===== src/rtl/macc_pkg.sv =====
package macc_pkg;
  localparam int OPW  = 32;
  localparam int ACCW = 2 * OPW;

  typedef enum logic [1:0] {
    KIND_MUL = 2'b00,
    KIND_NEG = 2'b01,
    KIND_ADD = 2'b10,
    KIND_SUB = 2'b11
  } kind_e;

  typedef struct packed {
    logic       legal;
    logic       is_signed;
    logic       sel_hi;
    kind_e      kind;
    logic [4:0] rd;
  } dec_t;

  // Widen both operands to the accumulator width, then multiply.
  function automatic logic [ACCW-1:0] mac_product(input logic [OPW-1:0] a,
                                                  input logic [OPW-1:0] b,
                                                  input logic is_signed);
    logic [ACCW-1:0] wa, wb;
    wa = is_signed ? {{OPW{a[OPW-1]}}, a} : {{OPW{1'b0}}, a};
    wb = is_signed ? {{OPW{b[OPW-1]}}, b} : {{OPW{1'b0}}, b};
    return wa * wb;
  endfunction

  // Fold the product into the accumulator; wraps modulo 2^ACCW.
  function automatic logic [ACCW-1:0] mac_combine(input logic [ACCW-1:0] acc,
                                                  input logic [ACCW-1:0] prod,
                                                  input kind_e kind);
    case (kind)
      KIND_MUL: return prod;
      KIND_NEG: return '0 - prod;
      KIND_ADD: return acc + prod;
      default:  return acc - prod;
    endcase
  endfunction
endpackage


===== src/rtl/macc_decode.sv =====
module macc_decode
  import macc_pkg::*;
(
  input  logic [31:0] instr,
  output dec_t        dec
);
  logic [4:0] field;
  logic [5:0] funct;
  logic       op_ok, fn_ok, field_ok;
  logic       unused_rs_rt;

  assign field    = instr[10:6];
  assign funct    = instr[5:0];
  assign op_ok    = (instr[31:26] == 6'b000000);
  assign fn_ok    = (funct[5:1] == 5'b01100);
  assign field_ok = field[0] & ~field[4];
  assign unused_rs_rt = ^instr[25:16];

  always_comb begin
    dec.legal     = op_ok & fn_ok & field_ok;
    dec.is_signed = ~funct[0];
    dec.sel_hi    = field[3];
    dec.kind      = kind_e'(field[2:1]);
    dec.rd        = instr[15:11];
  end
endmodule


===== src/rtl/macc_arith.sv =====
module macc_arith
  import macc_pkg::*;
(
  input  logic [OPW-1:0]  op_a,
  input  logic [OPW-1:0]  op_b,
  input  logic [ACCW-1:0] acc_cur,
  input  logic            is_signed,
  input  kind_e           kind,
  output logic [ACCW-1:0] product,
  output logic [ACCW-1:0] acc_next
);
  assign product  = mac_product(op_a, op_b, is_signed);
  assign acc_next = mac_combine(acc_cur, product, kind);
endmodule


===== src/rtl/macc_hilo.sv =====
module macc_hilo
  import macc_pkg::*;
#(
  parameter int XLEN = 64
) (
  input  logic            clk,
  input  logic            rst_n,
  input  logic            wr_en,
  input  logic [ACCW-1:0] acc_in,
  output logic [XLEN-1:0] hi_q,
  output logic [XLEN-1:0] lo_q,
  output logic [ACCW-1:0] acc_cur
);
  always_ff @(posedge clk) begin
    if (!rst_n) begin
      hi_q <= '0;
      lo_q <= '0;
    end else if (wr_en) begin
      hi_q <= {hi_q[XLEN-1:OPW], acc_in[ACCW-1:OPW]};
      lo_q <= {lo_q[XLEN-1:OPW], acc_in[OPW-1:0]};
    end
  end

  assign acc_cur = {hi_q[OPW-1:0], lo_q[OPW-1:0]};
endmodule


===== src/rtl/macc_unit.sv =====
module macc_unit
  import macc_pkg::*;
#(
  parameter int XLEN = 64
) (
  input  logic            clk,
  input  logic            rst_n,
  input  logic            issue_valid,
  input  logic [31:0]     instr,
  input  logic [XLEN-1:0] src_a,
  input  logic [XLEN-1:0] src_b,
  output logic            wb_valid,
  output logic [4:0]      wb_rd,
  output logic [XLEN-1:0] wb_data,
  output logic            illegal,
  output logic [XLEN-1:0] hi_q,
  output logic [XLEN-1:0] lo_q
);
  dec_t            dec;
  logic [ACCW-1:0] acc_cur, acc_next, product;
  logic [OPW-1:0]  wb_word;
  logic            commit;
  logic            unused_src_hi;

  macc_decode u_dec (.instr(instr), .dec(dec));

  macc_arith u_arith (
    .op_a(src_a[OPW-1:0]), .op_b(src_b[OPW-1:0]), .acc_cur(acc_cur),
    .is_signed(dec.is_signed), .kind(dec.kind),
    .product(product), .acc_next(acc_next)
  );

  macc_hilo #(.XLEN(XLEN)) u_hilo (
    .clk(clk), .rst_n(rst_n), .wr_en(commit), .acc_in(acc_next),
    .hi_q(hi_q), .lo_q(lo_q), .acc_cur(acc_cur)
  );

  assign unused_src_hi = ^{src_a[XLEN-1:OPW], src_b[XLEN-1:OPW]};
  assign commit   = issue_valid & dec.legal;
  assign wb_valid = commit;
  assign illegal  = issue_valid & ~dec.legal;
  assign wb_rd    = dec.rd;
  assign wb_word  = dec.sel_hi ? acc_next[ACCW-1:OPW] : acc_next[OPW-1:0];
  assign wb_data  = {{(XLEN-OPW){wb_word[OPW-1]}}, wb_word};

  // upper halves of HI/LO never move
  assert_upper_kept_R2: assert property (@(posedge clk) disable iff (!rst_n)
    1'b1 |=> ($stable(hi_q[XLEN-1:OPW]) && $stable(lo_q[XLEN-1:OPW])));

  // illegal word leaves HI/LO as they were
  assert_illegal_holds_R8: assert property (@(posedge clk) disable iff (!rst_n)
    illegal |=> ($stable(hi_q) && $stable(lo_q)));

  // idle cycle leaves HI/LO as they were
  assert_idle_holds_R9: assert property (@(posedge clk) disable iff (!rst_n)
    !issue_valid |=> ($stable(hi_q) && $stable(lo_q)));

  // write-back is sign-extended
  assert_wb_sext_R6: assert property (@(posedge clk) disable iff (!rst_n)
    wb_valid |-> (wb_data[XLEN-1:OPW] == {(XLEN-OPW){wb_data[OPW-1]}}));

  // the written-back word is what lands in the selected register
  assert_wb_lands_R10: assert property (@(posedge clk) disable iff (!rst_n)
    (wb_valid && dec.sel_hi) |=> (hi_q[OPW-1:0] == $past(wb_data[OPW-1:0])));
  assert_wb_lands_lo_R10: assert property (@(posedge clk) disable iff (!rst_n)
    (wb_valid && !dec.sel_hi) |=> (lo_q[OPW-1:0] == $past(wb_data[OPW-1:0])));

  // plain multiply loads the product into the accumulator
  assert_mul_loads_R5: assert property (@(posedge clk) disable iff (!rst_n)
    (wb_valid && dec.kind == KIND_MUL) |=>
      ({hi_q[OPW-1:0], lo_q[OPW-1:0]} == $past(product)));

  // flags are exclusive
  assert_flags_excl_R8: assert property (@(posedge clk) disable iff (!rst_n)
    !(wb_valid && illegal));
endmodule


===== config.mk =====
export PLATFORM = sky130hd
export DESIGN_NAME = macc_unit
export DESIGN_NICKNAME = d
export VERILOG_FILES = /design/src/rtl/macc_pkg.sv /design/src/rtl/macc_decode.sv /design/src/rtl/macc_arith.sv /design/src/rtl/macc_hilo.sv /design/src/rtl/macc_unit.sv
export SDC_FILE = /design/constraint.sdc
export NUM_CORES = 2
export LEC_CHECK = 0
export BUFFER_PORTS_ARGS = -buffer_cell sky130_fd_sc_hd__buf_2
export CORE_MARGIN = 4
export CORE_UTILIZATION = 27
export DETAILED_ROUTE_END_ITERATION = 6
export PLACE_DENSITY = 0.48
export SLEW_MARGIN = 20
export SYNTH_ARGS = -nofsm -noshare
export SYNTH_HDL_FRONTEND = slang
export SYNTH_HIERARCHICAL = 1
export SYNTH_SLANG_ARGS = --single-unit
export TNS_END_PERCENT = 20

===== constraint.sdc =====
create_clock -name clk -period 14.3 [get_ports clk]
set_input_delay 0.715 -clock clk [delete_from_list [all_inputs] [get_ports clk]]
set_output_delay 0.715 -clock clk [all_outputs]
set_load 0.02 [all_outputs]

== Word-level counts from Yosys, hierarchy flattened ==
Cells that the tools add are included.
W data, S select, Z words.

* Register bits: 64
* Bits of input ports: 163
* Word-level logic and storage cells: 22

* Multiply operators: 1
* Eq/ne operators: 3
* Bitwise operators: 7
* Reduce and logical (&&, ||, !) cells: 2
* $add $sub $neg: 3
* Muxes and demuxes: 4

{| class="wikitable"
|+ Operators by type and width
! cell !! count
|-
| $pmux W64 S3 || 1
|-
| $mux W64 || 2
|-
| $add A64 B64 Y64 || 1
|-
| $mul A64 B64 Y64 || 1
|-
| $sub A1 B64 Y64 const A || 1
|-
| $sub A64 B64 Y64 || 1
|-
| $mux W32 || 1
|-
| $logic_not A6 Y1 || 1
|-
| $and A1 B1 Y1 || 5
|-
| $eq A5 B4 Y1 const B || 1
|-
| $eq A2 B1 Y1 const B || 1
|-
| $eq A2 B2 Y1 const B || 1
|-
| $logic_not A2 Y1 || 1
|-
| $not A1 Y1 || 2
|}

== Logic depth before layout (Yosys ltp) ==
* Depth after elaboration: 5
* Mapped depth: 51
* Depth with buffers taken out: 49

== Modules after synthesis ==
The synthesis kept the hierarchy.

{| class="wikitable"
|+ Modules (own cells, without submodules)
! module !! instances !! cells an instance !! area each (sq um) !! sequential area each (sq um)
|-
| macc_arith || 1 || 6241 || 55370.6 || 0.0
|-
| macc_hilo || 1 || 335 || 3415.8 || 1281.2
|-
| macc_unit || 1 || 70 || 797.0 || 0.0
|-
| macc_decode || 1 || 14 || 100.1 || 0.0
|}

== Least setup slack after synthesis ==
No wires, ideal clock.

* Path kind: input to output
* Start point: input src_a[31]
* End point: output wb_data[32]
* Arrival time: 12.999 ns
* Stages on the path: 44
* Slack: 0.586 ns
* Cells stage by stage: clkbuf_1 and2_1 clkbuf_1 clkbuf_1 nand2_1 inv_1 fa_1 fa_1 inv_1 fa_1 inv_1 fa_1 fa_1 fa_1 fa_1 fa_1 fa_1 inv_1 [8 not listed] o21ai_0 a21oi_1 nand4_1 or3_1 buf_2 o21ai_0 xnor2_1 ha_1 a21o_1 a21o_1 a21oi_1 o21a_1 o311ai_0 o31ai_1 mux2i_1 xnor3_1 mux2_2 buf_4

* Cells in the longest elaborated chain, start to end: 5
* Elaborated cells between the ends (all ways): 7

{| class="wikitable"
|+ RTL lines
! element !! RTL line !! RTL
|-
| start, declared || macc_unit.sv:10 || <nowiki>input logic [XLEN-1:0] src_a,</nowiki>
|-
| $mux W64 * || macc_pkg.sv:25 || <nowiki>wa = is_signed ? {{OPW{a[OPW-1]}}, a} : {{OPW{1'b0}}, a};</nowiki>
|-
| $mul A64 B64 Y64 * || macc_pkg.sv:27 || <nowiki>return wa * wb;</nowiki>
|-
| $sub A64 B64 Y64 (tied with other cells) || macc_pkg.sv:38 || <nowiki>default: return acc - prod;</nowiki>
|-
| $pmux W64 S3 * || macc_pkg.sv:34 || <nowiki>case (kind)</nowiki>
|-
| named net acc_next[63] || macc_unit.sv:20 || <nowiki>logic [ACCW-1:0] acc_cur, acc_next, product;</nowiki>
|-
| $mux W32 * || macc_unit.sv:43 || <nowiki>assign wb_word = dec.sel_hi ? acc_next[ACCW-1:OPW] : acc_next[OPW-1:0];</nowiki>
|-
| end, declared || macc_unit.sv:14 || <nowiki>output logic [XLEN-1:0] wb_data,</nowiki>
|}

The timed path passes the listed nets; every way through them passes the cells marked *.

== Worst setup path in the final report ==
* Start point: input src_b[11]
* End point: output wb_data[24]

* Cells in the longest elaborated chain, start to end: 5
* Elaborated cells between the ends (all ways): 7

{| class="wikitable"
|+ RTL lines
! element !! RTL line !! RTL
|-
| start, declared || macc_unit.sv:11 || <nowiki>input logic [XLEN-1:0] src_b,</nowiki>
|-
| $mux W64 * || macc_pkg.sv:26 || <nowiki>wb = is_signed ? {{OPW{b[OPW-1]}}, b} : {{OPW{1'b0}}, b};</nowiki>
|-
| $mul A64 B64 Y64 * || macc_pkg.sv:27 ||
|-
| named net product[31] || macc_unit.sv:20 ||
|-
| $sub A64 B64 Y64 (tied with other cells) || macc_pkg.sv:38 ||
|-
| $pmux W64 S3 * || macc_pkg.sv:34 ||
|-
| named net acc_next[56] || macc_unit.sv:20 ||
|-
| $mux W32 * || macc_unit.sv:43 ||
|}

Marked as above.

==> results.md <==
* Number of design-rule violations left by the first detailed-router iteration at 2431
* Number of port buffers at 213
* Critical R2R Launch: u_hilo/lo_q[1]
* Area of the placeable core at 220000 um^2
* First-pass GRT wire length at 289 mm
* Min cycle time layout at 13790 ps
* Synthesis warning total at 6
* Remaining global-route overflow at 0
* Antenna-violating nets left at 0
* Final Hold Vio Count at 0
* Largest delay contributor family on the critical path: adder cells
* Routing layer with the top usage in global route: met2
* WP data arrival at 13080 ps
* Clk sinks at 64
* Slowest stage delay, CP at 550 ps
* Worst Setup Path Type: in2out
* DR vias/cell at roughly 4.5
* Type of destination of the critical path: output port
* Number of nets in the final layout at 8664
* Maximum number of pins on one net before global-route repair at 65
* Number of global-route vias before repair at 46609
* Met3 Track Usage GR at roughly 2.2%
* Grt met2 use at 25.8%
* Run status: completed
* Initial antenna violation count at 35
* Height of the die at 478 um
* Number of fill cells in the layout at 23390
* Hold buffer count at CTS at 0
* Placed wire-length estimate at ~170 mm
* Logic depth of the worst setup path including buffers at 48
* Maximum fanout encountered on the critical timing path at 17
* Area growth syn-to-layout at 7.94%
* Clock tree from TritonCTS: yes
* Critical path origin: src_b[11]
* Clock transition at the register clock pins on the worst setup and hold paths after CTS at 50 ps
* Routed wire length at about 190 mm
* CP Launch Type: input pin
* Max-cap violations at 0
* Combined area of the multi-input logic cells at around 50000 um^2
* Area of the mapped netlist at between 50000 and 60000 um^2
* Final-layout setup total negative slack at 0 ps
* Critical path required time at roughly 14000 ps
* Vias at 43314
* Pins Over Slew Limit at 0
* Final count of negative-setup-slack endpoints at 0
* Placed standard-cell area at 63800 um^2
* Slew headroom at 28.9%
* Maximum buffer depth of the clock tree at 2
* Post-Syn Instances at 6659
* Clock Root Buffer: sky130_fd_sc_hd__clkbuf_16
* Design Area, Final at 64400 um^2
* Fraction of layout cells with a size suffix above 1 at 8.71%
* Worst path buffer plus inverter count at 13
* Total DRC errors in the routed layout at 0
* Fin Clk Skew at 6.82 ps
* Clock latency on the worst-skew pair at 340 ps
* RD Place Congestion at between 0.9 and 1
* Detailed-routing iteration count for the pre-antenna-repair pass at 5
* Library cell appearing most often on the critical path: sky130_fd_sc_hd__fa_1
* Timing endpoint of the critical path: wb_data[24]
* Width of the chip at between 400 and 500 um
* Register-to-register setup slack at 10000 ps
* Number of top-level pins at 362
* Total CTS buffers at 9
* Number of levels in the clock H-tree at 3
* Fraction of the cycle the final worst path needs at 96.4%
* Critical R2R Capture: u_hilo/hi_q[31]
* Path category of the worst min-delay check: reg2reg
* Average wire length per cell after detail routing at 19.3 um
* GRT Util Overall at 16.3%
* Total die area at ~230000 um^2
* Unrepaired setup endpoints after global routing: false
* Reg2Reg Depth at 16
* Effective utilization at floorplan at between 20% and 30%
* Least-Margin Pin Slew at around 1100 ps
* Syn Area/Cell at 8.96 um^2
* Cell Rows at about 170
* Max Fclk at 72.5 MHz
* Slowest cell on the critical path: sky130_fd_sc_hd__fa_1
* Met1 track demand over resource in global routing at 24.1%
* Area taken by flip-flops and latches at 1280 um^2
sequential cells by signal, summed over array words and instances, names as in the netlist:
signal       cells
u_hilo/hi_q     32
u_hilo/lo_q     32
worst min-delay path by stage:
stage / slack, ps / start / depth (start not counted) / endpoint
2_1_floorplan: 510 / u_hilo/hi_q[0] / 2 / u_hilo/hi_q[0]
3_3_place_gp: 530 / u_hilo/lo_q[8] / 2 / u_hilo/lo_q[8]
3_5_place_dp: 550 / u_hilo/lo_q[8] / 2 / u_hilo/lo_q[8]
4_1_cts: 550 / u_hilo/lo_q[8] / 2 / u_hilo/lo_q[8]
5_1_grt: 580 / u_hilo/lo_q[17] / 2 / u_hilo/lo_q[17]
6_report: 550 / u_hilo/lo_q[6] / 2 / u_hilo/lo_q[6]
through the flow:
step	hold slack, ps	setup WS (ps)	std cells	utilization, %
6_report	552	508	9682	29.3
5_1_grt	581	0.383	9671	29.3
4_1_cts	554	109	9658	29.2
3_5_place_dp	547	98.9	9643	29.0
3_3_place_gp	535	161	9643	29.0
2_1_floorplan	513	586	6722	-
metal layers:
metal  vias up  wire [um]  share of wire [%]
li1      19679          -                  -
met1     22453      90800                 49
met2      1035      83000                 44
met3       131      10700                5.7
met4        16       2310                1.2
met5         -        102              0.055
layout make-up:
| class | count | area share (%) |
|---|---|---|
| multi-input cells | 4602 | 78.1 |
| inverters | 1583 | 9.23 |
| well taps | 2958 | 5.75 |
| repair buffers | 442 | 4.44 |
| flip-flops and latches | 64 | 1.99 |
| clock buffers | 11 | 0.377 |
| clock inverters | 4 | 0.0699 |
| diodes | 18 | 0.0699 |
layout by cell type (no fill, tap or decap), types with 31 or more instances in the layout:
master	count
sky130_fd_sc_hd__conb_1	64
sky130_fd_sc_hd__a21oi_1	148
sky130_fd_sc_hd__o21ai_0	146
sky130_fd_sc_hd__nand3_1	41
sky130_fd_sc_hd__and2_1	564
sky130_fd_sc_hd__fa_1	1433
sky130_fd_sc_hd__and3_1	40
sky130_fd_sc_hd__buf_2	196
sky130_fd_sc_hd__nor2_1	139
sky130_fd_sc_hd__mux2_4	32
sky130_fd_sc_hd__dfxtp_1	64
sky130_fd_sc_hd__a21o_1	63
sky130_fd_sc_hd__xor2_1	72
sky130_fd_sc_hd__buf_4	224
sky130_fd_sc_hd__ha_1	358
sky130_fd_sc_hd__nor2b_1	81
sky130_fd_sc_hd__nand2_1	711
sky130_fd_sc_hd__mux2i_1	80
sky130_fd_sc_hd__nand4_1	31
sky130_fd_sc_hd__inv_1	1579
sky130_fd_sc_hd__xnor2_1	178
sky130_fd_sc_hd__nor3_1	33
tightest hold or removal path, delay by kind of cell, from the launching register on:
kind	cells	cell delay (ps)
mux	1	120
simple gates	1	50
flops	1	320
repair_timing:
action                                  CTS  global route
endpoints found under the setup margin    0            40
resized for setup                         0            67
setup buffers                             0             5
Power is not shown: default switching activity piles up to over one toggle a cycle in this logic, so the estimate is an artifact.
